**config.mk**
```make
export PLATFORM = sky130hd
export DESIGN_NAME = spi_frame_target
export DESIGN_NICKNAME = d
export VERILOG_FILES = /design/src/rtl/spi_ft_pkg.sv /design/src/rtl/spi_ft_sync.sv /design/src/rtl/spi_ft_crc.sv /design/src/rtl/spi_frame_target.sv
export SDC_FILE = /design/constraint.sdc
export NUM_CORES = 1
export LEC_CHECK = 0
export ABC_AREA = 0
export BUFFER_PORTS_ARGS = -buffer_cell sky130_fd_sc_hd__buf_2
export CAP_MARGIN = 20
export CORE_MARGIN = 2
export CORE_UTILIZATION = 54
export CTS_CLUSTER_DIAMETER = 50
export DETAILED_ROUTE_END_ITERATION = 16
export MAX_ROUTING_LAYER = met4
export PLACE_DENSITY = 0.76
export SETUP_SLACK_MARGIN = 0.02
export SYNTH_ARGS = -nofsm -noshare
export SYNTH_HDL_FRONTEND = slang
export SYNTH_SLANG_ARGS = --single-unit
```
**constraint.sdc**
```tcl
create_clock -name clk_i -period 2.7 [get_ports clk_i]
set_input_delay 0.135 -clock clk_i [delete_from_list [all_inputs] [get_ports clk_i]]
set_output_delay 0.135 -clock clk_i [all_outputs]
set_load 0.01 [all_outputs]
```
**src/rtl/spi_ft_pkg.sv**
```systemverilog
package spi_ft_pkg;
  localparam int FRAME_W = 32;
  localparam int ADDR_W  = 7;
  localparam int DATA_W  = 16;
  localparam int CMD_W   = 4;
  localparam int CRC_W   = 4;
  localparam int BODY_W  = FRAME_W - CRC_W;
  localparam logic [CRC_W-1:0] CRC_POLY = 4'h3;
  localparam logic [CRC_W-1:0] CRC_SEED = 4'hF;

  typedef struct packed {
    logic              rw;
    logic [ADDR_W-1:0] addr;
    logic [DATA_W-1:0] data;
    logic [CMD_W-1:0]  cmd;
    logic [CRC_W-1:0]  crc;
  } frame_t;
endpackage

```
**src/rtl/spi_ft_sync.sv**
```systemverilog
module spi_ft_sync #(
  parameter int           W       = 1,
  parameter int           STAGES  = 2,
  parameter logic [W-1:0] RST_VAL = '0
) (
  input  logic         clk_i,
  input  logic         rst_ni,
  input  logic [W-1:0] d_i,
  output logic [W-1:0] q_o
);
  logic [W-1:0] stg_q [STAGES];

  for (genvar s = 0; s < STAGES; s++) begin : g_stage
    always_ff @(posedge clk_i or negedge rst_ni) begin
      if (!rst_ni) stg_q[s] <= RST_VAL;
      else         stg_q[s] <= (s == 0) ? d_i : stg_q[(s == 0) ? 0 : s-1];
    end
  end

  assign q_o = stg_q[STAGES-1];
endmodule

```
**src/rtl/spi_ft_crc.sv**
```systemverilog
module spi_ft_crc #(
  parameter int               DW   = 28,
  parameter int               CW   = 4,
  parameter logic [CW-1:0]    POLY = 4'h3,
  parameter logic [CW-1:0]    SEED = 4'hF
) (
  input  logic [DW-1:0] data_i,
  output logic [CW-1:0] crc_o
);
  logic [CW-1:0] c;
  logic          fb;

  always_comb begin
    c  = SEED;
    fb = 1'b0;
    for (int i = DW-1; i >= 0; i--) begin
      fb = c[CW-1] ^ data_i[i];
      c  = {c[CW-2:0], 1'b0} ^ (fb ? POLY : '0);
    end
    crc_o = c;
  end
endmodule

```
**src/rtl/spi_frame_target.sv**
```systemverilog
module spi_frame_target
  import spi_ft_pkg::*;
#(
  parameter logic [ADDR_W-1:0] STATUS_ADDR = 7'h7F
) (
  input  logic              clk_i,
  input  logic              rst_ni,
  input  logic              sck_i,
  input  logic              cs_ni,
  input  logic              sdi_i,
  output logic              sdo_o,
  input  logic              crc_dis_i,
  output logic              reg_we_o,
  output logic [ADDR_W-1:0] reg_addr_o,
  output logic [DATA_W-1:0] reg_wdata_o,
  input  logic [DATA_W-1:0] reg_rdata_i,
  output logic              crc_fault_o,
  output logic              frame_fault_o
);
  localparam int CNT_W = $clog2(FRAME_W) + 2;
  localparam logic [CNT_W-1:0] CNT_FULL = CNT_W'(FRAME_W);
  localparam logic [CNT_W-1:0] CNT_MAX  = '1;

  logic [2:0] sync_q;
  logic       cs_s, sck_s, sdi_s, cs_d, sck_d;
  logic       cs_act, frame_start, frame_end, sck_rise, sck_fall;

  spi_ft_sync #(.W(3), .STAGES(2), .RST_VAL(3'b100)) u_sync (
    .clk_i (clk_i),
    .rst_ni(rst_ni),
    .d_i   ({cs_ni, sck_i, sdi_i}),
    .q_o   (sync_q)
  );
  assign {cs_s, sck_s, sdi_s} = sync_q;

  always_ff @(posedge clk_i or negedge rst_ni) begin
    if (!rst_ni) begin
      cs_d  <= 1'b1;
      sck_d <= 1'b0;
    end else begin
      cs_d  <= cs_s;
      sck_d <= sck_s;
    end
  end

  assign cs_act      = !cs_s;
  assign frame_start = cs_d && !cs_s;
  assign frame_end   = !cs_d && cs_s;
  assign sck_rise    = cs_act && sck_s && !sck_d;
  assign sck_fall    = cs_act && !sck_s && sck_d;

  // receive path
  logic [FRAME_W-1:0] rx_sh;
  logic [CNT_W-1:0]   bit_cnt;
  frame_t             fr;

  always_ff @(posedge clk_i or negedge rst_ni) begin
    if (!rst_ni) begin
      rx_sh   <= '0;
      bit_cnt <= '0;
    end else if (frame_start) begin
      bit_cnt <= '0;
    end else if (sck_rise) begin
      rx_sh   <= {rx_sh[FRAME_W-2:0], sdi_s};
      bit_cnt <= (bit_cnt == CNT_MAX) ? bit_cnt : bit_cnt + 1'b1;
    end
  end

  assign fr = frame_t'(rx_sh);
  logic unused_cmd;
  assign unused_cmd = ^fr.cmd;

  logic [CRC_W-1:0] rx_crc;
  spi_ft_crc #(.DW(BODY_W), .CW(CRC_W), .POLY(CRC_POLY), .SEED(CRC_SEED)) u_crc_rx (
    .data_i(rx_sh[FRAME_W-1:CRC_W]),
    .crc_o (rx_crc)
  );

  logic len_ok, crc_bad, frame_ok, stat_hit, stat_clr;
  assign len_ok   = (bit_cnt == CNT_FULL);
  assign crc_bad  = (rx_crc != fr.crc);
  assign frame_ok = len_ok && (crc_dis_i || !crc_bad);
  assign stat_hit = (fr.addr == STATUS_ADDR);
  assign stat_clr = frame_end && frame_ok && !fr.rw && stat_hit;

  // sticky flags and previous-frame record
  logic              crc_flt_q, frm_flt_q, last_ok_q, last_rw_q, we_q;
  logic [ADDR_W-1:0] last_addr_q;
  logic [DATA_W-1:0] rd_data_q, stat_word;

  assign stat_word = {{(DATA_W-2){1'b0}}, frm_flt_q, crc_flt_q};

  always_ff @(posedge clk_i or negedge rst_ni) begin
    if (!rst_ni) begin
      crc_flt_q   <= 1'b0;
      frm_flt_q   <= 1'b0;
      last_ok_q   <= 1'b0;
      last_rw_q   <= 1'b0;
      last_addr_q <= '0;
      rd_data_q   <= '0;
      we_q        <= 1'b0;
    end else begin
      we_q <= frame_end && frame_ok && fr.rw && !stat_hit;
      if (frame_end) begin
        if (!len_ok)                     frm_flt_q <= 1'b1;
        else if (crc_bad && !crc_dis_i) crc_flt_q <= 1'b1;
        if (stat_clr) begin
          crc_flt_q <= 1'b0;
          frm_flt_q <= 1'b0;
        end
        last_ok_q   <= frame_ok;
        last_rw_q   <= frame_ok && fr.rw;
        last_addr_q <= frame_ok ? fr.addr : '0;
        rd_data_q   <= (frame_ok && !fr.rw) ? (stat_hit ? stat_word : reg_rdata_i) : '0;
      end
    end
  end

  assign reg_we_o      = we_q;
  assign reg_addr_o    = fr.addr;
  assign reg_wdata_o   = fr.data;
  assign crc_fault_o   = crc_flt_q;
  assign frame_fault_o = frm_flt_q;

  // transmit path
  logic [BODY_W-1:0]  resp_body;
  logic [CRC_W-1:0]   tx_crc;
  logic [FRAME_W-1:0] tx_sh;

  assign resp_body = {crc_flt_q, frm_flt_q, last_ok_q, last_rw_q, rd_data_q, 1'b0, last_addr_q};

  spi_ft_crc #(.DW(BODY_W), .CW(CRC_W), .POLY(CRC_POLY), .SEED(CRC_SEED)) u_crc_tx (
    .data_i(resp_body),
    .crc_o (tx_crc)
  );

  always_ff @(posedge clk_i or negedge rst_ni) begin
    if (!rst_ni)          tx_sh <= '0;
    else if (frame_start) tx_sh <= {resp_body, tx_crc};
    else if (sck_fall)    tx_sh <= {tx_sh[FRAME_W-2:0], 1'b0};
  end

  assign sdo_o = cs_act && tx_sh[FRAME_W-1];
endmodule

```
==> metrics.csv <==
stage,metric,value,unit
layout,Final Instance Area,6380,um2
global_route,vias in the first global route,3622,
placed_design,DP HPWL,7540,um
routing,via/cell ratio,5.42,
timing,FMAX,377,MHz
critical_path,R2R setup slack,50,ps
layout,# fillers,789,
synth,syn avg cell area,11.7,um2
clock_tree,clock tree root buffer cell,clkbuf_8,
clock_tree,CTS Sinks,107,
placed_design,DP Worst Slack,14.3,ps
global_route,initial antenna violation count,0,
layout,# diodes,0,
critical_path,CP Class,reg2reg,
timing,slew of the pin with the lowest slew margin,733,ps
layout,Final Net Count,546,
global_route,largest net degree at the start of global routing,60,
routing,"wirelength, routed",10900,um
routing,post-route ant nets,0,
timing,Rel. slew slack,51.1,%
critical_path,CP Launch Type,flop,
critical_path,Critical Path Start,fr[18],
hold_path,hold path startpoint,reg_rdata_i[9],
routing,Vias,3592,
routing,DR iter-0 viols,178,
run,max_cap viols,0,
timing,Fin Hold WS,22.4,ps
power,total power,0.00335,W
critical_path,Worst R2R Path Depth,8,
clock_tree,clock-pin transition on the worst setup and hold timing paths,100,ps
timing,# setup viols final,0,
critical_path,"Largest stage delay, worst path",530,ps
power,Max VDD drop,322,uV
global_route,global-route wire length before repair,18000,um
critical_path,Worst R2R End,rd_data_q[4],
layout,Area growth syn-to-layout,14.7,%
synth,Post-synth EDFFs,0,
outcome,status,"complete, no violations",
synth,Syn Nets,500,
power,net switching power,0.000824,W
critical_path,Worst EP required,2990,ps
timing,Final Hold Fails,0,
critical_path,"critical path fanouts, max",6,
clock_tree,CTS tree,yes,
synth,register area share after synthesis,48.2,%
clock_tree,H-tree levels,3,
synth,post-synthesis instance total,476,
synth,Seq cells post-synth,107,
clock_tree,total CTS buffers,9,
power,Int Pwr,0.00253,W
critical_path,Bufs and invs on worst path,1,
timing,Setup WS post-layout,47.8,ps
routing,Routed WL per cell,16.5,um
floorplanning,Die X,105,um
hold_path,Min-Delay Path Class,in2reg,
timing,fin crit share,98.2,%
clock_tree,clk_lat worst skew,370,ps
critical_path,critical path's top delay family,XOR/XNOR gates,
power,Comb pwr share,15.0,%
critical_path,CP Capture Type,flop,
routing,DRC,0,
global_route,GR Overflow Total,0,
critical_path,crit path cell chain,xnor3_1 -> xnor3_1 -> xnor2_1 -> xnor2_1 -> mux2i_1 -> a2111o_1 -> buf_6 -> o21ai_0,
synth,Netlist cell types,47,
floorplanning,Die Area,11100,um2
floorplanning,Die H,105,um
floorplanning,Ports,49,
power,Pwr Density,525,nW/um2
synth,"Cell Area, Synth",5560,um2
critical_path,crit path DAT,2940,ps
power,Clk pwr share,34.5,%
floorplanning,core area,10100,um2
power,Sw Share,24.6,%
routing,drt first pass iters,4,
synth,YS warnings,0,
synth,ys flop type,dfrtp_1,
synth,fraction of registers with async set/reset,100,%
placed_design,port bufs,48,
critical_path,Levels on crit path,8,
timing,post-route setup TNS,0,ps
power,leakage,2.89,nW
floorplanning,Initial Util,54.8,%
placed_design,DP Area,5910,um2
timing,Period minus WS final,2650,ps
global_route,Overall Global Routing Usage,21.2,%
timing,RSZ-0062 raised after global routing,true,
timing,Setup Skew,15.2,ps
layout,fraction of layout cells with a size suffix above 1,30.7,%
placed_design,Final GP Congestion,0.816,
clock_tree,Max clock buf depth,2,
power,Reg power frac,50.5,%
critical_path,reg2reg start,fr[18],
critical_path,Crit-path slowest cell,a2111o_1,
floorplanning,Rows,37,
timing,Final Max Tran Viols,0,
critical_path,end of the critical path,rd_data_q[4],
==> flip-flops by register name, indices dropped and copies added, names as in the netlist, 3 cells and up <==
name          flops
u_sync.stg_q      3
bit_cnt           7
tx_sh            32
last_addr_q       7
u_sync.q_o        3
fr               32
rd_data_q        16
==> cell usage after synthesis, types with 2 or more instances <==
cell type | instances | share of area (%)
nand2b_1 | 3 | 0.34
o21ai_1 | 9 | 0.81
nand2_1 | 52 | 3.5
buf_4 | 23 | 3.1
a32o_1 | 9 | 1.6
dfrtp_1 | 104 | 47
a21oi_1 | 4 | 0.36
nor3_1 | 3 | 0.27
ha_1 | 2 | 0.45
mux2_2 | 32 | 6.5
xor2_1 | 14 | 2.2
o21ai_0 | 38 | 3.4
dfstp_2 | 3 | 1.4
xnor2_2 | 3 | 0.88
inv_1 | 3 | 0.20
nor2b_1 | 3 | 0.34
clkbuf_1 | 21 | 1.4
nor2_1 | 11 | 0.74
nand4b_1 | 14 | 2.2
xnor3_1 | 11 | 4.5
mux2i_1 | 33 | 5.9
nor4_1 | 2 | 0.22
nand4_1 | 3 | 0.34
xnor2_1 | 53 | 8.3
==> tightest hold or removal path: stages <==
cell	delay (ps)
buf_2	100
nand4b_1	80
o21ai_1	50
==> per-stage QoR <==
stage / utilization [%] / instances
floorplan: - / 476
global placement: 58.3 / 635
detailed placement: 58.3 / 635
CTS: 61.3 / 656
global route: 62.9 / 663
finish: 62.9 / 663
==> cells in the final DEF (no fill, tap or decap), types with 9 or more instances in the layout <==
master	count
a32o_1	9
buf_2	47
buf_4	27
clkbuf_8	9
dfrtp_1	100
mux2_2	32
mux2i_1	32
nand2_1	52
nand4b_1	14
nor2_1	10
o21ai_0	33
o21ai_1	10
xnor2_1	44
xnor2_2	12
xnor3_1	10
xor2_1	12
==> worst min-delay path by stage <==
stage | cells after the start | end
3_3_place_gp | 1 | u_sync.q_o[1]
3_5_place_dp | 1 | u_sync.stg_q[3]
5_1_grt | 3 | rd_data_q[10]
6_report | 3 | rd_data_q[9]
4_1_cts | 3 | rd_data_q[9]
2_1_floorplan | 0 | bit_cnt[0]
==> metal layers <==
| layer | track usage [%] | vias to the layer above | part of all wire, % |
|---|---|---|---|
| met2 | 34.1 | 58 | 51 |
| met4 | 5.90 | 0 | 1.6 |
| met1 | 27.9 | 1795 | 44 |
| met5 | - | - | 0 |
| li1 | - | 1718 | - |
| met3 | 3.65 | 21 | 3.8 |
==> power groups by stage <==
| stage | combinational (W) | clock (W) | sequential, W |
|---|---|---|---|
| after CTS | 0.000433 | 0.00117 | 0.00169 |
| after floorplan | 0.000311 | 0 | 0.00171 |
| final | 0.000503 | 0.00116 | 0.00169 |
| after global routing | 0.000547 | 0.00124 | 0.00170 |
| after detailed placement | 0.000427 | 0 | 0.00173 |
| after global placement | 0.000414 | 0 | 0.00172 |
==> layout make-up <==
class | instances | area (um2) | area share, %
Clock buffer | 11 | 131 | 2.06
Clock inverter | 5 | 104 | 1.63
Inverter | 3 | 11.3 | 0.177
Multi-Input combinational cell | 319 | 2740 | 42.9
Sequential cell | 107 | 2690 | 42.1
Tap cell | 136 | 170 | 2.67
Timing Repair Buffer | 82 | 541 | 8.47
==> cell families after synthesis <==
family,synth area share (%)
AO/OA/AOI/OAI,7.63
XOR/XNOR,16.8
adder cells (fa/ha/maj),0.450
buffers and inverters,5.09
flip-flops,48.2
multiplexers,12.4
AND/OR/NAND/NOR,9.38
==> repair_timing <==
item	CTS	global route
hold endpoints to repair	58	0
gates cloned	0	2
resized for setup	3	31
pin swaps	2	23
buffers inserted	1	5
hold buffers	4	0
setup endpoints to repair	10	27
Power figures use the tool's default switching activity.
